## config.mk

```make
export PLATFORM = sky130hd
export DESIGN_NAME = sector_insn_decoder
export DESIGN_NICKNAME = d
export VERILOG_FILES = /design/src/rtl/sid_pkg.sv /design/src/rtl/sid_parity.sv /design/src/rtl/sid_sector_reg.sv /design/src/rtl/sid_addr_form.sv /design/src/rtl/sector_insn_decoder.sv
export SDC_FILE = /design/constraint.sdc
export NUM_CORES = 1
export LEC_CHECK = 0
export ABC_AREA = 0
export BUFFER_PORTS_ARGS = -buffer_cell sky130_fd_sc_hd__buf_2
export CORE_UTILIZATION = 30
export CTS_BUF_LIST = sky130_fd_sc_hd__clkbuf_4
export CTS_CLUSTER_SIZE = 8
export DETAILED_ROUTE_END_ITERATION = 6
export PLACE_DENSITY_LB_ADDON = 0.25
export SLEW_MARGIN = 20
export SYNTH_ARGS = -nofsm -noshare
export SYNTH_HDL_FRONTEND = slang
export SYNTH_SLANG_ARGS = --single-unit
```

## constraint.sdc

```tcl
create_clock -name clk -period 0.8 [get_ports clk]
set_clock_uncertainty 0.05 [all_clocks]
set_input_delay 0 -clock clk [delete_from_list [all_inputs] [get_ports clk]]
set_output_delay 0 -clock clk [all_outputs]
set_load 0.02 [all_outputs]
```

## src/rtl/sid_pkg.sv

```systemverilog
package sid_pkg;
  localparam int OP_W   = 4;
  localparam int CODE_W = 5;
  localparam int EXT_W  = 2;

  typedef logic [CODE_W-1:0] code_t;
  localparam code_t CODE_ILLEGAL = '1;
  localparam code_t CODE_EXT_BASE = code_t'(2 ** OP_W);

  // Resolve a 4-bit opcode plus two extension bits into an instruction number.
  function automatic code_t resolve_code(input logic [OP_W-1:0] op,
                                         input logic [OP_W-1:0] shared_op,
                                         input logic [EXT_W-1:0] ext);
    if (op != shared_op) return code_t'(op);
    if (ext == '1) return CODE_ILLEGAL;
    return CODE_EXT_BASE + code_t'(ext);
  endfunction
endpackage

```

## src/rtl/sid_parity.sv

```systemverilog
module sid_parity #(
  parameter int W = 14
) (
  input  logic [W-1:0] word_in,
  output logic         odd_ok
);
  assign odd_ok = ^word_in;
endmodule

```

## src/rtl/sid_sector_reg.sv

```systemverilog
module sid_sector_reg #(
  parameter int SECT_W = 4
) (
  input  logic              clk,
  input  logic              rst_n,
  input  logic              ld,
  input  logic [SECT_W-1:0] din,
  output logic [SECT_W-1:0] q
);
  always_ff @(posedge clk or negedge rst_n) begin
    if (!rst_n)  q <= '0;
    else if (ld) q <= din;
  end
endmodule

```

## src/rtl/sid_addr_form.sv

```systemverilog
module sid_addr_form #(
  parameter int SECT_W     = 4,
  parameter int WORD_W     = 8,
  parameter int RESID_SECT = 15,
  localparam int ADDR_W    = SECT_W + WORD_W
) (
  input  logic [SECT_W-1:0] cur_sect,
  input  logic              resid_sel,
  input  logic [WORD_W-1:0] word,
  input  logic              is_shared,
  output logic [ADDR_W-1:0] addr,
  output logic              used
);
  localparam logic [SECT_W-1:0] RESID = SECT_W'(RESID_SECT);
  logic [SECT_W-1:0] sect_pick;

  assign sect_pick = resid_sel ? RESID : cur_sect;

  always_comb begin
    if (is_shared) begin
      addr = '0;
      used = 1'b0;
    end else begin
      addr = {sect_pick, word};
      used = 1'b1;
    end
  end
endmodule

```

## src/rtl/sector_insn_decoder.sv

```systemverilog
module sector_insn_decoder
  import sid_pkg::*;
#(
  parameter int SECT_W     = 4,
  parameter int WORD_W     = 8,
  parameter int RESID_SECT = 15,
  parameter int SHARED_OP  = 15,
  localparam int SYL_W     = OP_W + WORD_W + 2,
  localparam int ADDR_W    = SECT_W + WORD_W
) (
  input  logic              clk,
  input  logic              rst_n,
  input  logic              fetch_vld,
  input  logic [SYL_W-1:0]  syl,
  input  logic              sect_ld,
  input  logic [SECT_W-1:0] sect_in,
  input  logic              err_clr,
  output logic              out_vld,
  output logic [CODE_W-1:0] insn_code,
  output logic [ADDR_W-1:0] eff_addr,
  output logic              opnd_used,
  output logic              par_err
);
  localparam int SEL_BIT = OP_W + WORD_W;
  localparam logic [OP_W-1:0] SHARED = OP_W'(SHARED_OP);

  logic [OP_W-1:0]   op_f;
  logic [WORD_W-1:0] word_f;
  logic              resid_sel;
  logic              is_shared;
  logic              par_ok;
  logic              fetch_bad;
  logic [SECT_W-1:0] cur_sect;
  logic [ADDR_W-1:0] nxt_addr;
  logic              nxt_used;
  code_t             nxt_code;

  assign op_f      = syl[OP_W-1:0];
  assign word_f    = syl[SEL_BIT-1:OP_W];
  assign resid_sel = syl[SEL_BIT];
  assign is_shared = (op_f == SHARED);
  assign nxt_code  = resolve_code(op_f, SHARED, word_f[EXT_W-1:0]);
  assign fetch_bad = fetch_vld && !par_ok;

  sid_parity #(.W(SYL_W)) u_par (
    .word_in (syl),
    .odd_ok  (par_ok)
  );

  sid_sector_reg #(.SECT_W(SECT_W)) u_sect (
    .clk   (clk),
    .rst_n (rst_n),
    .ld    (sect_ld),
    .din   (sect_in),
    .q     (cur_sect)
  );

  sid_addr_form #(.SECT_W(SECT_W), .WORD_W(WORD_W), .RESID_SECT(RESID_SECT)) u_addr (
    .cur_sect  (cur_sect),
    .resid_sel (resid_sel),
    .word      (word_f),
    .is_shared (is_shared),
    .addr      (nxt_addr),
    .used      (nxt_used)
  );

  always_ff @(posedge clk or negedge rst_n) begin
    if (!rst_n) begin
      out_vld   <= 1'b0;
      insn_code <= '0;
      eff_addr  <= '0;
      opnd_used <= 1'b0;
      par_err   <= 1'b0;
    end else begin
      out_vld <= fetch_vld;
      if (fetch_vld) begin
        insn_code <= nxt_code;
        eff_addr  <= nxt_addr;
        opnd_used <= nxt_used;
      end
      if (fetch_bad)    par_err <= 1'b1;
      else if (err_clr) par_err <= 1'b0;
    end
  end
endmodule

```

; After elaboration in Yosys (flattened, before gate mapping)
; Index checks and enable logic that the tools add are counted.
[word_totals]
regBits = 24
output_inout_bits = 20
[classes]
n_addsub = 1
n_eq_ne = 3
muxes = 12
reduce_logical = 4
[op_table]
columns = op, n
row1 = 5-bit two-way mux, 4
row2 = 14-bit XOR reduction, 1
row3 = 12-bit two-way mux, 1
row4 = 1-bit two-way mux, 6
row5 = "5-bit by 2-bit adder with 5-bit output, first input constant", 1
row6 = "4-bit equality test, second input constant", 1
row7 = 4-bit two-way mux, 1
row8 = "4-bit inequality test, second input constant", 1
row9 = "2-bit equality test, second input constant", 1
row10 = 2-bit nonzero test, 1
row11 = 1-bit logical AND, 1
row12 = 1-bit logical NOT, 1

; Logic depth before layout (Yosys ltp)
[logic_depth]
word_depth = 5
mapped_depth = 5
depth_no_buf = 5

; Cells and area by module
; Synthesis repeated with hierarchy kept, for this count alone.
[unflattened]
hier_cells = 89
area_unflattened_um2 = 1169.9
[modules_own_cells]
columns = mod, n_inst, cells_per_inst, area_each_um2, seq_area_each_um2
row1 = sector_insn_decoder, 1, 56, 785.8, 500.5
row2 = sid_sector_reg, 1, 8, 145.1, 100.1
row3 = sid_parity, 1, 11, 123.9, 0.0
row4 = sid_addr_form, 1, 14, 115.1, 0.0

; Worst setup path before layout
; OpenSTA, ideal clock, no wires.
[synth_path]
kind = input to register
from = input port syl[2]
to = register par_err
arrival_time_ns = 1.149
t_required_ns = 0.629
slack_ns = -0.520
stages = 5
cell_sequence = ha_1 -> xor2_1 -> xnor2_1 -> xnor3_1 -> a22o_1
[synth_via]
elab_chain_cells = 4
[synth_rtl]
columns = item, line_no
row1 = from (decl), sector_insn_decoder.sv:14  ; input logic [SYL_W-1:0] syl,
row2 = 14-bit XOR reduction (*), sid_parity.sv:7  ; assign odd_ok = ^word_in;
row3 = 1-bit logical NOT (*), sector_insn_decoder.sv:43  ; assign fetch_bad = fetch_vld && !par_ok;
row4 = 1-bit logical AND (*), sector_insn_decoder.sv:43
row5 = 1-bit two-way mux or 2-bit nonzero test (tied branches), --
row6 = to (signal assigned), sector_insn_decoder.sv:73  ; par_err <= 1'b0;
row7 = to (signal assigned), sector_insn_decoder.sv:81  ; if (fetch_bad) par_err <= 1'b1;
row8 = to (signal assigned), sector_insn_decoder.sv:82  ; else if (err_clr) par_err <= 1'b0;
row9 = to (decl), sector_insn_decoder.sv:22  ; output logic par_err
; Mark *: on every way between the ends. The rest lies on a longest branch, timed or not.
; A chain may end at the register's enable or synchronous reset.

; Worst setup path in the final report
[layout_path]
from = input port syl[0]
to = register par_err
; The elaborated chain is that of the path after synthesis.

==> flow_summary_export.csv <==
group,metric,value,unit
run_status,run_status,"finished with violations",
run_status,violations,"negative hold slack, negative setup slack",
final_layout,area_delta_synth_final,72.6,%
clock_tree,hold_buffers,17,
grt,grt_remaining_overflow,0,
clock_tree,clkTransAtPathRegs,130,ps
sta,finalCritPeriodShare,1.26,
sta,worst_slew_pin_slew,533,ps
synthesis,synth.net_count,129,
place,finalWeightedCongestion,0.708,
setup_path,crit_path_start,"syl[0]",
synthesis,synth.most_common_cell,"dfrtp_1",
grt,grt_antenna_before_repair,0,
synthesis,yosys.cell_types.count,18,
min_path,worstHoldPathType,"in -> reg",
die,num_io_pins,43,
die,core,3440,sq um
sta,drv_slew,0,
sta,fin_crit,1010,ps
clock_tree,cts_inserted_buffers,3,
grt,met3_usage,0.0383,
synthesis,yosysTopAreaCell,"dfrtp_1",
synthesis,synth_top_area_frac,0.544,
grt,grt_use_met2,0.261,
grt,globalRoute.busiestLayer,"met2",
grt,met1_usage,0.184,
final_layout,fin_util,0.553,
die,placementRows,21,
sta,setup_viol,28,
power_and_ir_drop,internal_power,2.19,mW
final_layout,drive_above_1_share,0.472,
power_and_ir_drop,power.net_switching,0.905,mW
clock_tree,clockBufferDepth,2,
setup_path,regToRegStartpoint,"opnd_used$_DFFE_PN0P_",
detailed_routing,vias,1010,
power_and_ir_drop,seq_power_share,0.467,
final_layout,final_nets,207,
setup_path,cp.arrival,1170,ps
detailed_routing,route.detailed.drc,0,
grt,grt_max_degree,25,
job,max-cap-violations,0,
power_and_ir_drop,ir_drop,994,uV
detailed_routing,drtIter0Drc,46,
grt,grt_pass1_vias,1056,
power_and_ir_drop,combPwrFrac,0.346,
clock_tree,htreeDepth,1,
power_and_ir_drop,power_density,1620,nW/um^2
die,die_y,62.7,um
synthesis,synth_edf_count,0,
setup_path,path_max_fanout,2,
detailed_routing,drt-pass1-iter-count,4,
synthesis,synth_area,1100,sq um
final_layout,stdcell_area,1900,sq um
final_layout,diodes,0,
setup_path,crit_end,"par_err$_DFFE_PN0P_",
setup_path,r2r-end,"opnd_used$_DFFE_PN0P_",
setup_path,critPathCaptureType,"register",
setup_path,reg2reg_depth,2,
detailed_routing,post_drt_via_cell_ratio,4.47,
sta,fin_ws,-209,ps
synthesis,syn_inst,103,
setup_path,startpoint_type,"primary input",
grt,grt_pass1_wl,4640,um
clock_tree,clock_latency,310,ps
sta,maxSlewHeadroom,0.644,
place,post_dp_cell_area,1460,sq um
sta,rsz0062_at_grt,"true",
die,die-area,3930,sq um
setup_path,required,960,ps
place,place_hpwl,1810,um
synthesis,synth_common_cells,"24 x dfrtp_1, 15 x o21ai_0, 14 x inv_1",
clock_tree,cts_sinks,24,
power_and_ir_drop,clockPowerShare,0.187,
sta,hold_viol,4,
synthesis,async_flop_share,1.00,
power_and_ir_drop,p_sw_frac,0.292,
detailed_routing,routed_wl,2690,um
sta,worst_hold_slack,-53.4,ps
synthesis,yosysWarnings,0,
sta,fmax,991,MHz
clock_tree,cts_tree,"done",
clock_tree,cts-root-buf,"clkbuf_4",
sta,final.setup.tns,-2570,ps
synthesis,yosysSeqAreaShare,0.544,
grt,track_usage,0.149,
synthesis,synth_flop_cell,"dfrtp_1",
die,initial_core_util,0.321,
setup_path,reg2reg_slack,-30,ps
synthesis,avgSynthCellArea,10.7,sq um
synthesis,synth-seq-cells,24,
die,die_w,62.7,um
synthesis,netlist_top_cells_area,"dfrtp_1 54%, o21ai_0 6.8%, mux2_2 6.1%, inv_1 4.8%, nand3_1 4.1%",
place,io_buffer_count,42,
setup_path,critPathKind,"in -> reg",
detailed_routing,drt-wirelength-per-cell,11.9,um
power_and_ir_drop,p_leak,0.921,nW
detailed_routing,ant_nets,0,
## logic make-up (layout without fill, tap and decap cells)
logic type	count (synthesis)	count (layout)	share of synthesized area
simple gates	17	17	0.0703
buf+inv	19	96	0.0646
xor+xnor	9	9	0.0975
mux	6	6	0.0612
fa+ha+maj	3	3	0.0340
compound gates	25	25	0.128
flops	24	24	0.544
## layout make-up
cell class	instances	area, sq um
Timing Repair Buffer	78	672
Clock buffer	4	30.0
Fill cell	300	1540
Tap cell	46	57.6
Inverter	14	52.6
Multi-Input combinational cell	60	489
Sequential cell	24	603
## how the worst min path moves through the flow
stage,slack [ps],cells after the start,start,endpoint
after global routing,-70,2,sect_ld,u_sect.q[1]$_DFFE_PN0P_
after floorplan,-350,0,rst_n,eff_addr[0]$_DFFE_PN0P_
after CTS,-60,2,sect_ld,u_sect.q[0]$_DFFE_PN0P_
final,-50,2,sect_ld,u_sect.q[0]$_DFFE_PN0P_
after detailed placement,-30,1,rst_n,eff_addr[6]$_DFFE_PN0P_
after global placement,-30,1,rst_n,eff_addr[6]$_DFFE_PN0P_
## per-layer routing
metal / wire length, um / part of all wire
met2: 1370 / 0.51
met1: 1180 / 0.44
met3: 125 / 0.046
met4: 14 / 0.0052
met5: 0 / 0
## flip-flops by register name, summed over array words and instances (netlist names)
register   count
out_vld        1
par_err        1
eff_addr      12
insn_code      5
u_sect.q       4
opnd_used      1
## what timing repair did
| action | in CTS | in global routing |
|---|---|---|
| resized for setup | 43 | 21 |
| buffers inserted | 2 | 7 |
| hold endpoints to repair | 41 | 4 |
| setup endpoints to repair | 30 | 37 |
| pin swaps | 1 | 2 |
## cells in the final DEF (no fill, tap or decap), types with 2 or more instances in the layout
cell type      instances
nand2_1                2
dlygate4sd3_1         16
ha_4                   2
clkbuf_4               4
a21oi_1                3
dfrtp_2                2
buf_4                 14
o21ai_1                9
o211ai_1               4
nor2_1                 3
xnor2_1                4
o21ai_2                2
buf_6                 23
nand3_1                9
buf_2                 23
dfrtp_1               22
inv_2                  3
xor2_1                 2
mux2_2                 6
inv_1                 11
o21ai_0                4
## stage by stage
step	setup slack (ps)	instances	total power [mW]	hold slack, ps
6_report	-209	226	3.09	-53.4
4_1_cts	-192	219	3.03	-63.3
5_1_grt	-226	226	3.28	-68.4
2_1_floorplan	-359	103	1.91	-346
3_3_place_gp	-509	196	2.20	-34.3
3_5_place_dp	-556	196	2.22	-34.7
## worst max-delay path, cell delays in order
cell	delay [ps]
buf_2	120
ha_4	260
xnor2_4	160
xnor2_2	130
xnor3_1	320
a22o_1	180
## power by group through the flow
| stage | Sequential (mW) | Clock [mW] | Combinational, mW |
|---|---|---|---|
| after global routing | 1.46 | 0.657 | 1.16 |
| after floorplan | 1.58 | 0 | 0.325 |
| after detailed placement | 1.44 | 0 | 0.779 |
| after CTS | 1.44 | 0.609 | 0.980 |
| after global placement | 1.44 | 0 | 0.766 |
| final | 1.44 | 0.579 | 1.07 |
Note: power is estimated with default switching activity, not from simulation.
